### src/rtl/dram_seq_pkg.sv
package dram_seq_pkg;

  typedef enum logic [3:0] {
    S_IDLE,
    S_WRAS,
    S_PRE,
    S_WRP,
    S_ACT,
    S_WRCD,
    S_RD,
    S_WCL,
    S_DATA
  } seq_state_e;

  typedef struct packed {
    logic latchReq;
    logic issuePre;
    logic issueAct;
    logic issueRd;
    logic beatValid;
    logic beatLast;
  } seq_strobe_t;

endpackage

### src/rtl/dram_seq_ctrl.sv
module dram_seq_ctrl
  import dram_seq_pkg::*;
#(
  parameter int TW    = 8,
  parameter int BURST = 8
) (
  input  logic          clk,
  input  logic          rstN,
  input  logic          reqValid,
  input  logic          rowOpen,
  input  logic          rowHit,
  input  logic [TW-1:0] tRp,
  input  logic [TW-1:0] tRcd,
  input  logic [TW-1:0] tCl,
  input  logic [TW-1:0] tRas,
  output logic          reqReady,
  output seq_strobe_t   stb
);

  localparam int BW = $clog2(BURST);
  localparam logic [BW-1:0] LAST_BEAT = BW'(BURST - 1);

  seq_state_e    state, nextState;
  logic [TW-1:0] gapCnt;
  logic [TW-1:0] rasCnt;
  logic [BW-1:0] beatCnt;
  logic          inCmd;
  logic [TW-1:0] elapsed;

  // True when the next cycle is at least lim cycles after the last event
  function automatic logic reached(input logic [TW-1:0] since, input logic [TW-1:0] lim);
    return ({1'b0, since} + (TW+1)'(1)) >= {1'b0, lim};
  endfunction

  assign inCmd   = (state == S_PRE) || (state == S_ACT) || (state == S_RD);
  assign elapsed = inCmd ? '0 : gapCnt;

  always_comb begin
    nextState = state;
    unique case (state)
      S_IDLE: begin
        if (reqValid) begin
          if (!rowOpen)                nextState = S_ACT;
          else if (rowHit)             nextState = S_RD;
          else if (reached(rasCnt, tRas)) nextState = S_PRE;
          else                         nextState = S_WRAS;
        end
      end
      S_WRAS: if (reached(rasCnt, tRas)) nextState = S_PRE;
      S_PRE:  nextState = reached(elapsed, tRp) ? S_ACT : S_WRP;
      S_WRP:  if (reached(elapsed, tRp)) nextState = S_ACT;
      S_ACT:  nextState = reached(elapsed, tRcd) ? S_RD : S_WRCD;
      S_WRCD: if (reached(elapsed, tRcd)) nextState = S_RD;
      S_RD:   nextState = reached(elapsed, tCl) ? S_DATA : S_WCL;
      S_WCL:  if (reached(elapsed, tCl)) nextState = S_DATA;
      S_DATA: if (beatCnt == LAST_BEAT) nextState = S_IDLE;
      default: nextState = S_IDLE;
    endcase
  end

  always_ff @(posedge clk) begin
    if (!rstN) begin
      state   <= S_IDLE;
      gapCnt  <= '0;
      rasCnt  <= '1;
      beatCnt <= '0;
    end else begin
      state <= nextState;

      if (inCmd)               gapCnt <= TW'(1);
      else if (gapCnt != '1)   gapCnt <= gapCnt + TW'(1);

      if (state == S_ACT)      rasCnt <= TW'(1);
      else if (rasCnt != '1)   rasCnt <= rasCnt + TW'(1);

      if (state == S_DATA)     beatCnt <= (beatCnt == LAST_BEAT) ? '0 : beatCnt + BW'(1);
      else                     beatCnt <= '0;
    end
  end

  assign reqReady      = (state == S_IDLE);
  assign stb.latchReq  = (state == S_IDLE) && reqValid;
  assign stb.issuePre  = (state == S_PRE);
  assign stb.issueAct  = (state == S_ACT);
  assign stb.issueRd   = (state == S_RD);
  assign stb.beatValid = (state == S_DATA);
  assign stb.beatLast  = (state == S_DATA) && (beatCnt == LAST_BEAT);

endmodule

### src/rtl/dram_seq_dpath.sv
module dram_seq_dpath
  import dram_seq_pkg::*;
#(
  parameter int ROW_W  = 12,
  parameter int COL_W  = 10,
  parameter int NBANK  = 8,
  parameter int BYTE_W = 8,
  parameter int BURST  = 8
) (
  input  logic                    clk,
  input  logic                    rstN,
  input  logic [ROW_W+COL_W-1:0]  reqAddr,
  input  seq_strobe_t             stb,
  input  logic [NBANK*BYTE_W-1:0] memLane,
  output logic                    rowOpen,
  output logic                    rowHit,
  output logic                    cmdPre,
  output logic                    cmdAct,
  output logic                    cmdRd,
  output logic [ROW_W-1:0]        cmdRow,
  output logic [COL_W-1:0]        cmdCol,
  output logic                    rspValid,
  output logic                    rspLast,
  output logic                    rspHit,
  output logic [NBANK*BYTE_W-1:0] rspData
);

  localparam int AW = ROW_W + COL_W;
  localparam logic [COL_W-1:0] OFF_MASK = COL_W'(BURST - 1);

  logic [ROW_W-1:0] reqRow;
  logic [COL_W-1:0] reqCol;
  logic [ROW_W-1:0] openRow;
  logic [ROW_W-1:0] pendRow;
  logic [COL_W-1:0] pendCol;
  logic             openValid;
  logic             hitReg;

  assign reqRow = reqAddr[AW-1:COL_W];
  assign reqCol = reqAddr[COL_W-1:0];

  assign rowOpen = openValid;
  assign rowHit  = openValid && (reqRow == openRow);

  always_ff @(posedge clk) begin
    if (!rstN) begin
      openRow   <= '0;
      openValid <= 1'b0;
      pendRow   <= '0;
      pendCol   <= '0;
      hitReg    <= 1'b0;
    end else begin
      if (stb.latchReq) begin
        pendRow <= reqRow;
        pendCol <= reqCol & ~OFF_MASK;
        hitReg  <= rowHit;
      end
      if (stb.issuePre) openValid <= 1'b0;
      if (stb.issueAct) begin
        openValid <= 1'b1;
        openRow   <= pendRow;
      end
    end
  end

  assign cmdPre   = stb.issuePre;
  assign cmdAct   = stb.issueAct;
  assign cmdRd    = stb.issueRd;
  assign cmdRow   = pendRow;
  assign cmdCol   = pendCol;
  assign rspValid = stb.beatValid;
  assign rspLast  = stb.beatLast;
  assign rspHit   = hitReg;

  // One byte lane per bank, side by side
  for (genvar g = 0; g < NBANK; g++) begin : g_lane
    assign rspData[g*BYTE_W +: BYTE_W] = stb.beatValid ? memLane[g*BYTE_W +: BYTE_W] : '0;
  end

endmodule

### src/rtl/dram_page_seq.sv
module dram_page_seq
  import dram_seq_pkg::*;
#(
  parameter int ROW_W  = 12,
  parameter int COL_W  = 10,
  parameter int NBANK  = 8,
  parameter int BYTE_W = 8,
  parameter int BURST  = 8,
  parameter int TW     = 8
) (
  input  logic                    clk,
  input  logic                    rstN,
  input  logic [TW-1:0]           tRp,
  input  logic [TW-1:0]           tRcd,
  input  logic [TW-1:0]           tCl,
  input  logic [TW-1:0]           tRas,
  input  logic                    reqValid,
  input  logic [ROW_W+COL_W-1:0]  reqAddr,
  output logic                    reqReady,
  output logic                    cmdPre,
  output logic                    cmdAct,
  output logic                    cmdRd,
  output logic [ROW_W-1:0]        cmdRow,
  output logic [COL_W-1:0]        cmdCol,
  input  logic [NBANK*BYTE_W-1:0] memLane,
  output logic                    rspValid,
  output logic                    rspLast,
  output logic                    rspHit,
  output logic [NBANK*BYTE_W-1:0] rspData
);

  seq_strobe_t stb;
  logic        rowOpen;
  logic        rowHit;

  dram_seq_ctrl #(.TW(TW), .BURST(BURST)) u_ctrl (
    .clk     (clk),
    .rstN    (rstN),
    .reqValid(reqValid),
    .rowOpen (rowOpen),
    .rowHit  (rowHit),
    .tRp     (tRp),
    .tRcd    (tRcd),
    .tCl     (tCl),
    .tRas    (tRas),
    .reqReady(reqReady),
    .stb     (stb)
  );

  dram_seq_dpath #(
    .ROW_W(ROW_W), .COL_W(COL_W), .NBANK(NBANK), .BYTE_W(BYTE_W), .BURST(BURST)
  ) u_dpath (
    .clk     (clk),
    .rstN    (rstN),
    .reqAddr (reqAddr),
    .stb     (stb),
    .memLane (memLane),
    .rowOpen (rowOpen),
    .rowHit  (rowHit),
    .cmdPre  (cmdPre),
    .cmdAct  (cmdAct),
    .cmdRd   (cmdRd),
    .cmdRow  (cmdRow),
    .cmdCol  (cmdCol),
    .rspValid(rspValid),
    .rspLast (rspLast),
    .rspHit  (rspHit),
    .rspData (rspData)
  );

endmodule

### config.mk
export PLATFORM = sky130hd
export DESIGN_NAME = dram_page_seq
export DESIGN_NICKNAME = d
export VERILOG_FILES = /design/src/rtl/dram_seq_pkg.sv /design/src/rtl/dram_seq_ctrl.sv /design/src/rtl/dram_seq_dpath.sv /design/src/rtl/dram_page_seq.sv
export SDC_FILE = /design/constraint.sdc
export NUM_CORES = 1
export LEC_CHECK = 0
export ABC_AREA = 1
export BUFFER_PORTS_ARGS = -buffer_cell sky130_fd_sc_hd__buf_2
export CORE_AREA = 5 5 109 111
export CTS_CLUSTER_DIAMETER = 60
export DETAILED_ROUTE_END_ITERATION = 8
export DIE_AREA = 0 0 114 116
export GPL_ROUTABILITY_DRIVEN = 0
export MAX_ROUTING_LAYER = met4
export PLACE_DENSITY_LB_ADDON = 0.3
export REMOVE_ABC_BUFFERS = 1
export SLEW_MARGIN = 5
export SYNTH_ARGS = -nofsm -noshare
export SYNTH_HDL_FRONTEND = slang
export SYNTH_SLANG_ARGS = --single-unit
### constraint.sdc
create_clock -name clk -period 4.1 [get_ports clk]
set_input_delay 0.615 -clock clk [delete_from_list [all_inputs] [get_ports clk]]
set_output_delay 0.615 -clock clk [all_outputs]
set_load 0.02 [all_outputs]
==> impl_metrics.env, run 1 <==
export IMPL_setup_violations=0
export IMPL_peakVddDrop_mv=0.2605
export IMPL_drt_iter0_drc=190
export IMPL_cts_hold_buf=0
export IMPL_slew_headroom_pct=49.88
export IMPL_whs_path_depth=1
export IMPL_antenna_found_initial=0
export IMPL_route_detailed_drc=0
export IMPL_holdPathEnd="u_ctrl.beatCnt[0]"
export IMPL_p_leak_uw=0.003384
export IMPL_yosys_cell_types_count=36
export IMPL_worst_hold_path_type="flop to flop"
export IMPL_synth_seq_cells=56
export IMPL_clk_pin_slew_ns=0.10
export IMPL_fin_crit_sh_pct=88.16
export IMPL_hold_slack_ns=0.4352
export IMPL_grt_pass1_wl_mm=19.95
export IMPL_filler_cell_count=1161
export IMPL_drv_cap=0
export IMPL_final_setup_tns_ns=0
export IMPL_clkLatencyLatePin_ns=0.31
export IMPL_start_util_pct=39.30
export IMPL_path_class="flop to flop"
export IMPL_hp_start="u_ctrl.beatCnt[0]"
export IMPL_grt_max_degree=67
export IMPL_grt_pass1_vias=4096
export IMPL_die_w_um=114
export IMPL_grt_usage_pct=19.60
export IMPL_synth_edff_count=0
export IMPL_finalHoldViolCount=0
export IMPL_nets=1037
export IMPL_synth_warnings=0
export IMPL_power_density_nw_per_um2=556.3
export IMPL_syn_area_um2=4204
export IMPL_io_buffer_count=207
export IMPL_status="completed"
export IMPL_placementRows=38
export IMPL_arrival_ns=3.82
export IMPL_cts_sinks=56
export IMPL_core_um2=10700
export IMPL_critPathCaptureType="flop"
export IMPL_cts_buffer_depth=2
export IMPL_worstMarginPinSlew_ns=0.7500
export IMPL_finalWirelength_mm=12.96
export IMPL_die_height_um=116
export IMPL_num_antenna_cells=0
export IMPL_required_ns=4.30
export IMPL_drive_gt1_share_pct=27.05
export IMPL_fmax_ghz=0.2767
export IMPL_power_uw=3037
export IMPL_syn_to_final_growth_pct=29.88
export IMPL_crit_fanout=8
export IMPL_netlist_instances=681
export IMPL_reg2reg_to="u_ctrl.state[2]"
export IMPL_synth_flop_cell="dfxtp_1"
export IMPL_cts_resized=0
export IMPL_skew_ns=0.01310
export IMPL_r2r_cells=20
export IMPL_cts_tree="built"
export IMPL_yosysSeqAreaShare_pct=26.67
export IMPL_drtPass1Iterations=6
export IMPL_syn_area_per_cell_um2=6.173
export IMPL_rsz0062_at_grt="false"
export IMPL_die_area_um2=13220
export IMPL_met1_length_mm=5.254
export IMPL_cts_post_setup_buffers_inserted=0
export IMPL_wl_per_cell_um=12.71
export IMPL_root_buffer="clkbuf_8"
export IMPL_drv_slew=0
export IMPL_overflow=0
export IMPL_met3_length_um=643
export IMPL_vias_per_cell=4.450
export IMPL_vias=4539
export IMPL_highest_layer="met4"
export IMPL_h_tree_depth=2
export IMPL_rrSetupSlack_ns=0.49
export IMPL_dpl_hpwl_mm=10.96
export IMPL_cts_buffers=5
export IMPL_worstSetupStartpointType="flop"
export IMPL_reg2reg_from="u_ctrl.state[3]"
export IMPL_finalCriticalPeriod_ns=3.614
export IMPL_async_flop_share_pct=0
export IMPL_dr_wl_met2_mm=6.914
export IMPL_ant_nets=0
export IMPL_pin_count=214
through the flow:
step	setup slack (ns)	instances	cell area (um2)	util (%)
6_report	0.4856	1020	5460	51.04
5_1_grt	0.04614	1020	5460	51.04
4_1_cts	0.4397	1020	5460	51.04
3_5_place_dp	0.4674	1012	5364	50.14
3_3_place_gp	0.4801	1012	5364	50.14
2_1_floorplan	0.7524	660	4110	-
sequential cells by signal (all words and copies together), names as in the netlist:
register	flops
u_dpath.rowOpen	1
u_dpath.openRow	12
u_ctrl.beatCnt	3
u_ctrl.gapCnt	8
u_ctrl.state	4
u_dpath.rspHit	1
u_dpath.cmdCol	7
u_ctrl.rasCnt	8
u_dpath.cmdRow	12
area by class of cell:
cell class,count,area (um2),area share (%)
Clock buffer,5,68.82,1.260
Clock inverter,3,27.53,0.5041
Inverter,164,615.6,11.27
Multi-Input combinational cell,440,2379,43.56
Sequential cell,56,1121,20.53
Tap cell,140,175.2,3.208
Timing Repair Buffer,212,1074,19.66
critical path, cell delays in order, from the launching register on:
cell	delay [ns]
dfxtp_1	0.46
nor2_1	0.09
nand2_2	0.15
nand2_4	0.11
nor2_1	0.15
ha_1	0.20
inv_1	0.08
nor3_1	0.27
nand3_1	0.13
o21ai_0	0.42
ha_1	0.35
nand2_1	0.07
nand2_1	0.04
a21oi_1	0.11
nand2_1	0.07
a21oi_1	0.28
nand3_2	0.15
nand3_4	0.14
nor2_8	0.06
a21oi_1	0.14
nor2_1	0.05
cell usage after synthesis (all sizes together), types with 2 or more instances:
cell      n  share of area (%)
nand2   125                 12
o21ai    28                3.5
nand3b    3               0.54
nor3      4               0.48
dfxtp    56                 27
nor2    114                 11
ha       37                 11
buf       9                1.2
o21bai    2               0.36
nand4     4               0.60
clkbuf   14                1.2
a21oi    52                6.3
xor2      9                1.9
xnor2     6                1.2
inv     163                 15
nand3    46                6.6
and3      2               0.30
cells by family after synthesis:
logic type,count (synthesis),share of synthesized area (%)
other cells,1,0.08920
fa+ha+maj,37,11.01
compound gates,86,10.89
flops,56,26.67
simple gates,299,31.16
buf+inv,187,17.05
xor+xnor,15,3.125
cell usage in the layout (no fill, tap or decap), types with 2 or more instances in the layout:
master / n
clkbuf_8: 5
inv_1: 163
dfxtp_1: 56
o21ai_0: 25
nand2_2: 3
ha_1: 37
nand3_2: 3
nand3b_1: 3
xor2_1: 9
o21ai_2: 2
nor2_1: 110
a21oi_1: 51
nand3_1: 40
and3_1: 2
conb_1: 3
nand3_4: 3
nor2_4: 2
buf_4: 5
o21bai_1: 2
nor3_1: 4
xnor2_1: 6
buf_2: 207
nand2_1: 121
nand4_1: 4
power breakdown:
part | switching [uW] | total (uW) | internal (uW) | leakage (uW)
logic | 1240 | 1900 | 661 | 0.00288
clock network | 193 | 319 | 126 | 0.0000463
registers | 115 | 815 | 700 | 0.000459
total | 1550 | 3040 | 1490 | 0.00338
per-layer routing:
metal | track usage (%) | vias to the layer above
met5 | - | -
met4 | 3.405 | 0
met3 | 2.924 | 6
met2 | 36.89 | 120
met1 | 22.18 | 1948
li1 | - | 2465
worst max-delay path by stage:
stage	start	end	slack (ns)
after detailed placement	u_ctrl.state[3]	u_ctrl.state[2]	0.47
after CTS	u_ctrl.state[3]	u_ctrl.state[2]	0.44
after floorplan	u_ctrl.state[1]	u_ctrl.state[2]	0.75
final	u_ctrl.state[3]	u_ctrl.state[2]	0.49
after global routing	u_ctrl.state[3]	u_ctrl.state[2]	0.05
after global placement	u_ctrl.state[3]	u_ctrl.state[2]	0.48
(Power assumes the default switching activity.)
==> run 2: changes to the inputs <==
- CORE_AREA: 5 5 109 111 -> 2 2 148 78
- DIE_AREA: 0 0 114 116 -> 0 0 150 80
- PLACE_DENSITY: unset -> 0.71
- PLACE_DENSITY_LB_ADDON: 0.3 -> unset
==> run 2 against run 1 <==
Against the previous run:
- clock-buffer cell count increased by 1
- clock power increased by 50%
- final cell count up 0.69%
- critical path depth increased by 2
- highest routed layer unchanged
==> impl_metrics.env, run 2 (synthesis gave the netlist of run 1 again) <==
export IMPL_skew_ns=0.003238
export IMPL_crit_fanout=8
export IMPL_final_util_pct=51.89
export IMPL_root_buffer="clkbuf_16"
export IMPL_fin_crit_sh_pct=86.02
export IMPL_grt_pass1_vias=3973
export IMPL_drv_cap=0
export IMPL_cts_resized=0
export IMPL_critPathCaptureType="flop"
export IMPL_nets=1037
export IMPL_rsz0062_at_grt="false"
export IMPL_status="completed"
export IMPL_route_detailed_drc=0
export IMPL_power_density_nw_per_um2=585.2
export IMPL_worstMarginPinSlew_ns=0.8990
export IMPL_clkPwrFrac_pct=14.8
export IMPL_drv_slew=0
export IMPL_instances_no_fill=1027
export IMPL_grt_pass1_wl_mm=20.49
export IMPL_grt_usage_pct=22.75
export IMPL_ant_nets=0
export IMPL_swShare_pct=49.36
export IMPL_intPower_uw=1642
export IMPL_slew_headroom_pct=40.00
export IMPL_dpl_hpwl_mm=11.23
export IMPL_fmax_ghz=0.2835
export IMPL_finalWirelength_mm=13.35
export IMPL_cts_buffer_depth=2
export IMPL_placementRows=27
export IMPL_combPwrFrac_pct=60.0
export IMPL_cts_buffers=5
export IMPL_die_w_um=150
export IMPL_setup_violations=0
export IMPL_hold_slack_ns=0.4341
export IMPL_syn_to_final_growth_pct=31.76
export IMPL_peakVddDrop_mv=0.2453
export IMPL_p_sw_uw=1600
export IMPL_required_ns=4.28
export IMPL_arrival_ns=3.70
export IMPL_layout_commonest_cell="buf_2"
export IMPL_worstSetupStartpointType="flop"
export IMPL_wl_per_cell_um=12.99
export IMPL_die_area_um2=12000
export IMPL_finalHoldViolCount=0
export IMPL_overflow=0
export IMPL_cts_post_setup_buffers_inserted=0
export IMPL_clk_pin_slew_ns=0.07
export IMPL_h_tree_depth=2
export IMPL_p_leak_uw=0.003419
export IMPL_core_um2=10680
export IMPL_drtPass1Iterations=4
export IMPL_path_class="flop to flop"
export IMPL_vias=4535
export IMPL_vias_per_cell=4.416
export IMPL_final_cell_mix="buf_2 (207), inv_1 (163), nand2_1 (121)"
export IMPL_clkLatencyLatePin_ns=0.29
export IMPL_final_setup_tns_ns=0
export IMPL_cts_sinks=56
export IMPL_dp_cells=1017
export IMPL_seq_power_share_pct=25.3
export IMPL_grt_max_degree=50
export IMPL_drive_gt1_share_pct=26.93
export IMPL_finalCriticalPeriod_ns=3.527
export IMPL_die_height_um=80
export IMPL_cts_hold_buf=0
export IMPL_worst_hold_path_type="flop to flop"
export IMPL_antenna_found_initial=2
export IMPL_cts_tree="built"
export IMPL_pin_count=214
export IMPL_io_buffer_count=207
export IMPL_drt_iter0_drc=263
export IMPL_filler_cell_count=1119
export IMPL_start_util_pct=39.38
-- run 2: path summary, 6_finish.rpt --
check	start	to	slack, ns	cells after the start
hold reg to reg	u_ctrl.beatCnt[0]	u_ctrl.beatCnt[0]	0.43	1
hold / removal	u_ctrl.beatCnt[0]	u_ctrl.beatCnt[0]	0.43	1
setup / recovery	u_ctrl.state[3]	u_ctrl.state[2]	0.57	22
setup reg to reg	u_ctrl.state[3]	u_ctrl.state[2]	0.57	22
-- run 2: layout make-up --
class	count	area, um2	area share [%]
Tap cell	145	181.4	3.275
Sequential cell	56	1121	20.24
Multi-Input combinational cell	440	2379	42.94
Inverter	164	615.6	11.11
Clock buffer	6	128.9	2.327
Antenna cell	2	5.005	0.09035
Clock inverter	2	35.03	0.6325
Timing Repair Buffer	212	1074	19.38
-- run 2: through the flow --
step / power [uW] / worst slack (ns) / cell area, um2
2_1_floorplan: 2151 / 0.7524 / 4110
3_3_place_gp: 2749 / 0.7171 / 5370
3_5_place_dp: 2770 / 0.5916 / 5370
4_1_cts: 3257 / 0.5684 / 5534
5_1_grt: 3546 / 0.1634 / 5539
6_report: 3242 / 0.5732 / 5539
-- run 2: power groups by stage --
| stage | Combinational (uW) | Clock, uW | Sequential [uW] |
|---|---|---|---|
| 4_1_cts | 1950 | 492 | 817 |
| 5_1_grt | 2190 | 513 | 841 |
| 6_report | 1940 | 478 | 819 |
| 2_1_floorplan | 1290 | 0 | 859 |
| 3_3_place_gp | 1920 | 0 | 830 |
| 3_5_place_dp | 1940 | 0 | 828 |
-- run 2: critical path: stages (launching register included) --
cell and delay (ns):
dfxtp_1 0.45, nor2_1 0.09, nand2_2 0.16, nand2_4 0.11, nor2_1 0.15, ha_1 0.21
inv_1 0.09, nor3_1 0.29, nand3_1 0.13, nand3_1 0.08, o21ai_0 0.07, buf_4 0.16
ha_1 0.30, nand2_1 0.07, nand2_1 0.05, a21oi_1 0.14, nand2_1 0.07, a21oi_1 0.24
nand3_2 0.16, nand3_4 0.14, nor2_8 0.06, a21oi_1 0.13, nor2_1 0.06
-- run 2: layer usage --
| layer | track usage, % | wire length [um] | vias to the layer above |
|---|---|---|---|
| li1 | - | - | 2464 |
| met1 | 32.90 | 6804 | 1950 |
| met2 | 33.06 | 5490 | 116 |
| met3 | 5.429 | 1012 | 5 |
| met4 | 2.264 | 38 | 0 |
| met5 | - | 0 | - |
==> run 3: changes to the inputs <==
- clock period: 4.1 -> 4.55 ns (I/O delays scaled with it)
==> run 3 against run 2 <==
Against the previous run:
- global-route usage about the same
- via count up 0.40%
- fmax down 7.0%
- core utilization down 0.14 points
- first-iteration DRC count grew 19%
- clock skew grew 0.0040 ns
- register-to-register slack better by 0.19 ns
- combinational power decreased by 9.8%
- critical path depth decreased by 2
- clock power is 16% lower
==> impl_metrics.env, run 3 (synthesis gave the netlist of run 1 again) <==
export IMPL_worstMarginPinSlew_ns=0.9058
export IMPL_start_util_pct=39.38
export IMPL_final_area_um2=5524
export IMPL_path_class="flop to flop"
export IMPL_pre_cts_slack_ns=0.7504
export IMPL_dp_cells=1016
export IMPL_p_leak_uw=0.003407
export IMPL_power_density_nw_per_um2=523.4
export IMPL_final_cell_mix="buf_2 (207), inv_1 (163), nand2_1 (121)"
export IMPL_cts_tree="built"
export IMPL_peakVddDrop_mv=0.2305
export IMPL_ant_nets=0
export IMPL_slew_headroom_pct=39.24
export IMPL_grt_pass1_wl_mm=20.47
export IMPL_drive_gt1_share_pct=26.96
export IMPL_final_setup_tns_ns=0
export IMPL_overflow=0
export IMPL_layout_commonest_cell="buf_2"
export IMPL_required_ns=4.71
export IMPL_grt_pass1_vias=3875
export IMPL_vias_per_cell=4.429
export IMPL_die_height_um=80
export IMPL_syn_to_final_growth_pct=31.40
export IMPL_rrSetupSlack_ns=0.76
export IMPL_drtPass1Iterations=5
export IMPL_root_buffer="clkbuf_16"
export IMPL_grt_usage_pct=22.75
export IMPL_cts_sinks=56
export IMPL_finalHoldViolCount=0
export IMPL_cts_hold_buf=0
export IMPL_drv_cap=0
export IMPL_critPathCaptureType="flop"
export IMPL_fmax_ghz=0.2638
export IMPL_drt_iter0_drc=313
export IMPL_crit_fanout=6
export IMPL_io_buffer_count=207
export IMPL_cts_buffers=5
export IMPL_worstSetupStartpointType="flop"
export IMPL_grt_max_degree=36
export IMPL_finalWirelength_mm=13.27
export IMPL_status="completed"
export IMPL_cts_buffer_depth=2
export IMPL_drv_slew=0
export IMPL_pin_count=214
export IMPL_route_detailed_drc=0
export IMPL_cts_post_setup_buffers_inserted=0
export IMPL_clk_pin_slew_ns=0.07
export IMPL_worst_hold_path_type="flop to flop"
export IMPL_cts_resized=0
export IMPL_dpl_cell_area_um2=5363
export IMPL_core_um2=10680
export IMPL_hold_slack_ns=0.4229
export IMPL_dpl_hpwl_mm=11.05
export IMPL_finalCriticalPeriod_ns=3.791
export IMPL_die_w_um=150
export IMPL_filler_cell_count=1161
export IMPL_antenna_found_initial=4
export IMPL_wl_per_cell_um=12.91
export IMPL_setup_violations=0
export IMPL_setup_slack_ns=0.7592
export IMPL_placementRows=27
export IMPL_die_area_um2=12000
export IMPL_arrival_ns=3.95
export IMPL_skew_ns=0.007256
export IMPL_rsz0062_at_grt="false"
export IMPL_instances_no_fill=1028
export IMPL_vias=4553
export IMPL_nets=1036
export IMPL_fin_crit_sh_pct=83.32
export IMPL_clkLatencyLatePin_ns=0.30
export IMPL_h_tree_depth=2
run 3: changes by cell type in the layout (fill, tap and decap cells not counted), sizes merged:
cell and change:
clkbuf -1, diode +2, inv +2, bufinv -1, buf -1
run 3: layout make-up:
| cell class | instances | area, um2 | area share [%] |
|---|---|---|---|
| Timing Repair Buffer | 211 | 1066 | 19.30 |
| Antenna cell | 4 | 10.01 | 0.1812 |
| Sequential cell | 56 | 1121 | 20.29 |
| Tap cell | 145 | 181.4 | 3.284 |
| Clock inverter | 3 | 26.28 | 0.4757 |
| Clock buffer | 5 | 125.1 | 2.265 |
| Multi-Input combinational cell | 440 | 2379 | 43.06 |
| Inverter | 164 | 615.6 | 11.14 |
run 3: worst paths after layout:
check | startpoint | to | depth (start not counted)
setup / recovery | u_ctrl.state[3] | u_ctrl.state[2] | 20
hold / removal | u_ctrl.beatCnt[0] | u_ctrl.beatCnt[0] | 1
setup reg to reg | u_ctrl.state[3] | u_ctrl.state[2] | 20
hold reg to reg | u_ctrl.beatCnt[0] | u_ctrl.beatCnt[0] | 1
run 3: metal layers:
layer  wire [um]  global-route usage (%)  up-vias  part of all wire [%]
li1            -                       -     2467                     -
met1        6878                   33.06     1958                    52
met2        5325                   31.51      118                    40
met3         983                   6.857       10                   7.4
met4          87                   2.642        0                  0.66
met5           0                       -        -                     0
run 3: where the power goes:
| group | switching, uW | internal (uW) |
|---|---|---|
| sequential | 109 | 631 |
| combinational | 1160 | 594 |
| clock | 191 | 210 |
run 3: metrics by stage:
step | util (%) | power, uW
floorplan | - | 1938
global placement | 50.23 | 2485
detailed placement | 50.23 | 2499
CTS | 51.65 | 2910
global route | 51.75 | 3175
finish | 51.75 | 2891
run 3: worst max-delay path, stage by stage, from the launching register on:
cell     delay [ns]
dfxtp_1        0.48
nor2_1         0.10
nand2_2        0.15
nand2_4        0.07
nor2_1         0.29
ha_1           0.25
inv_1          0.08
nor3_1         0.30
nand3_1        0.13
o21ai_0        0.42
ha_1           0.34
nand2_1        0.06
nand2_1        0.05
a21oi_1        0.13
nand2_1        0.06
a21oi_1        0.22
nand3_2        0.15
nand3_4        0.12
nor2_8         0.06
a21oi_1        0.14
nor2_1         0.05
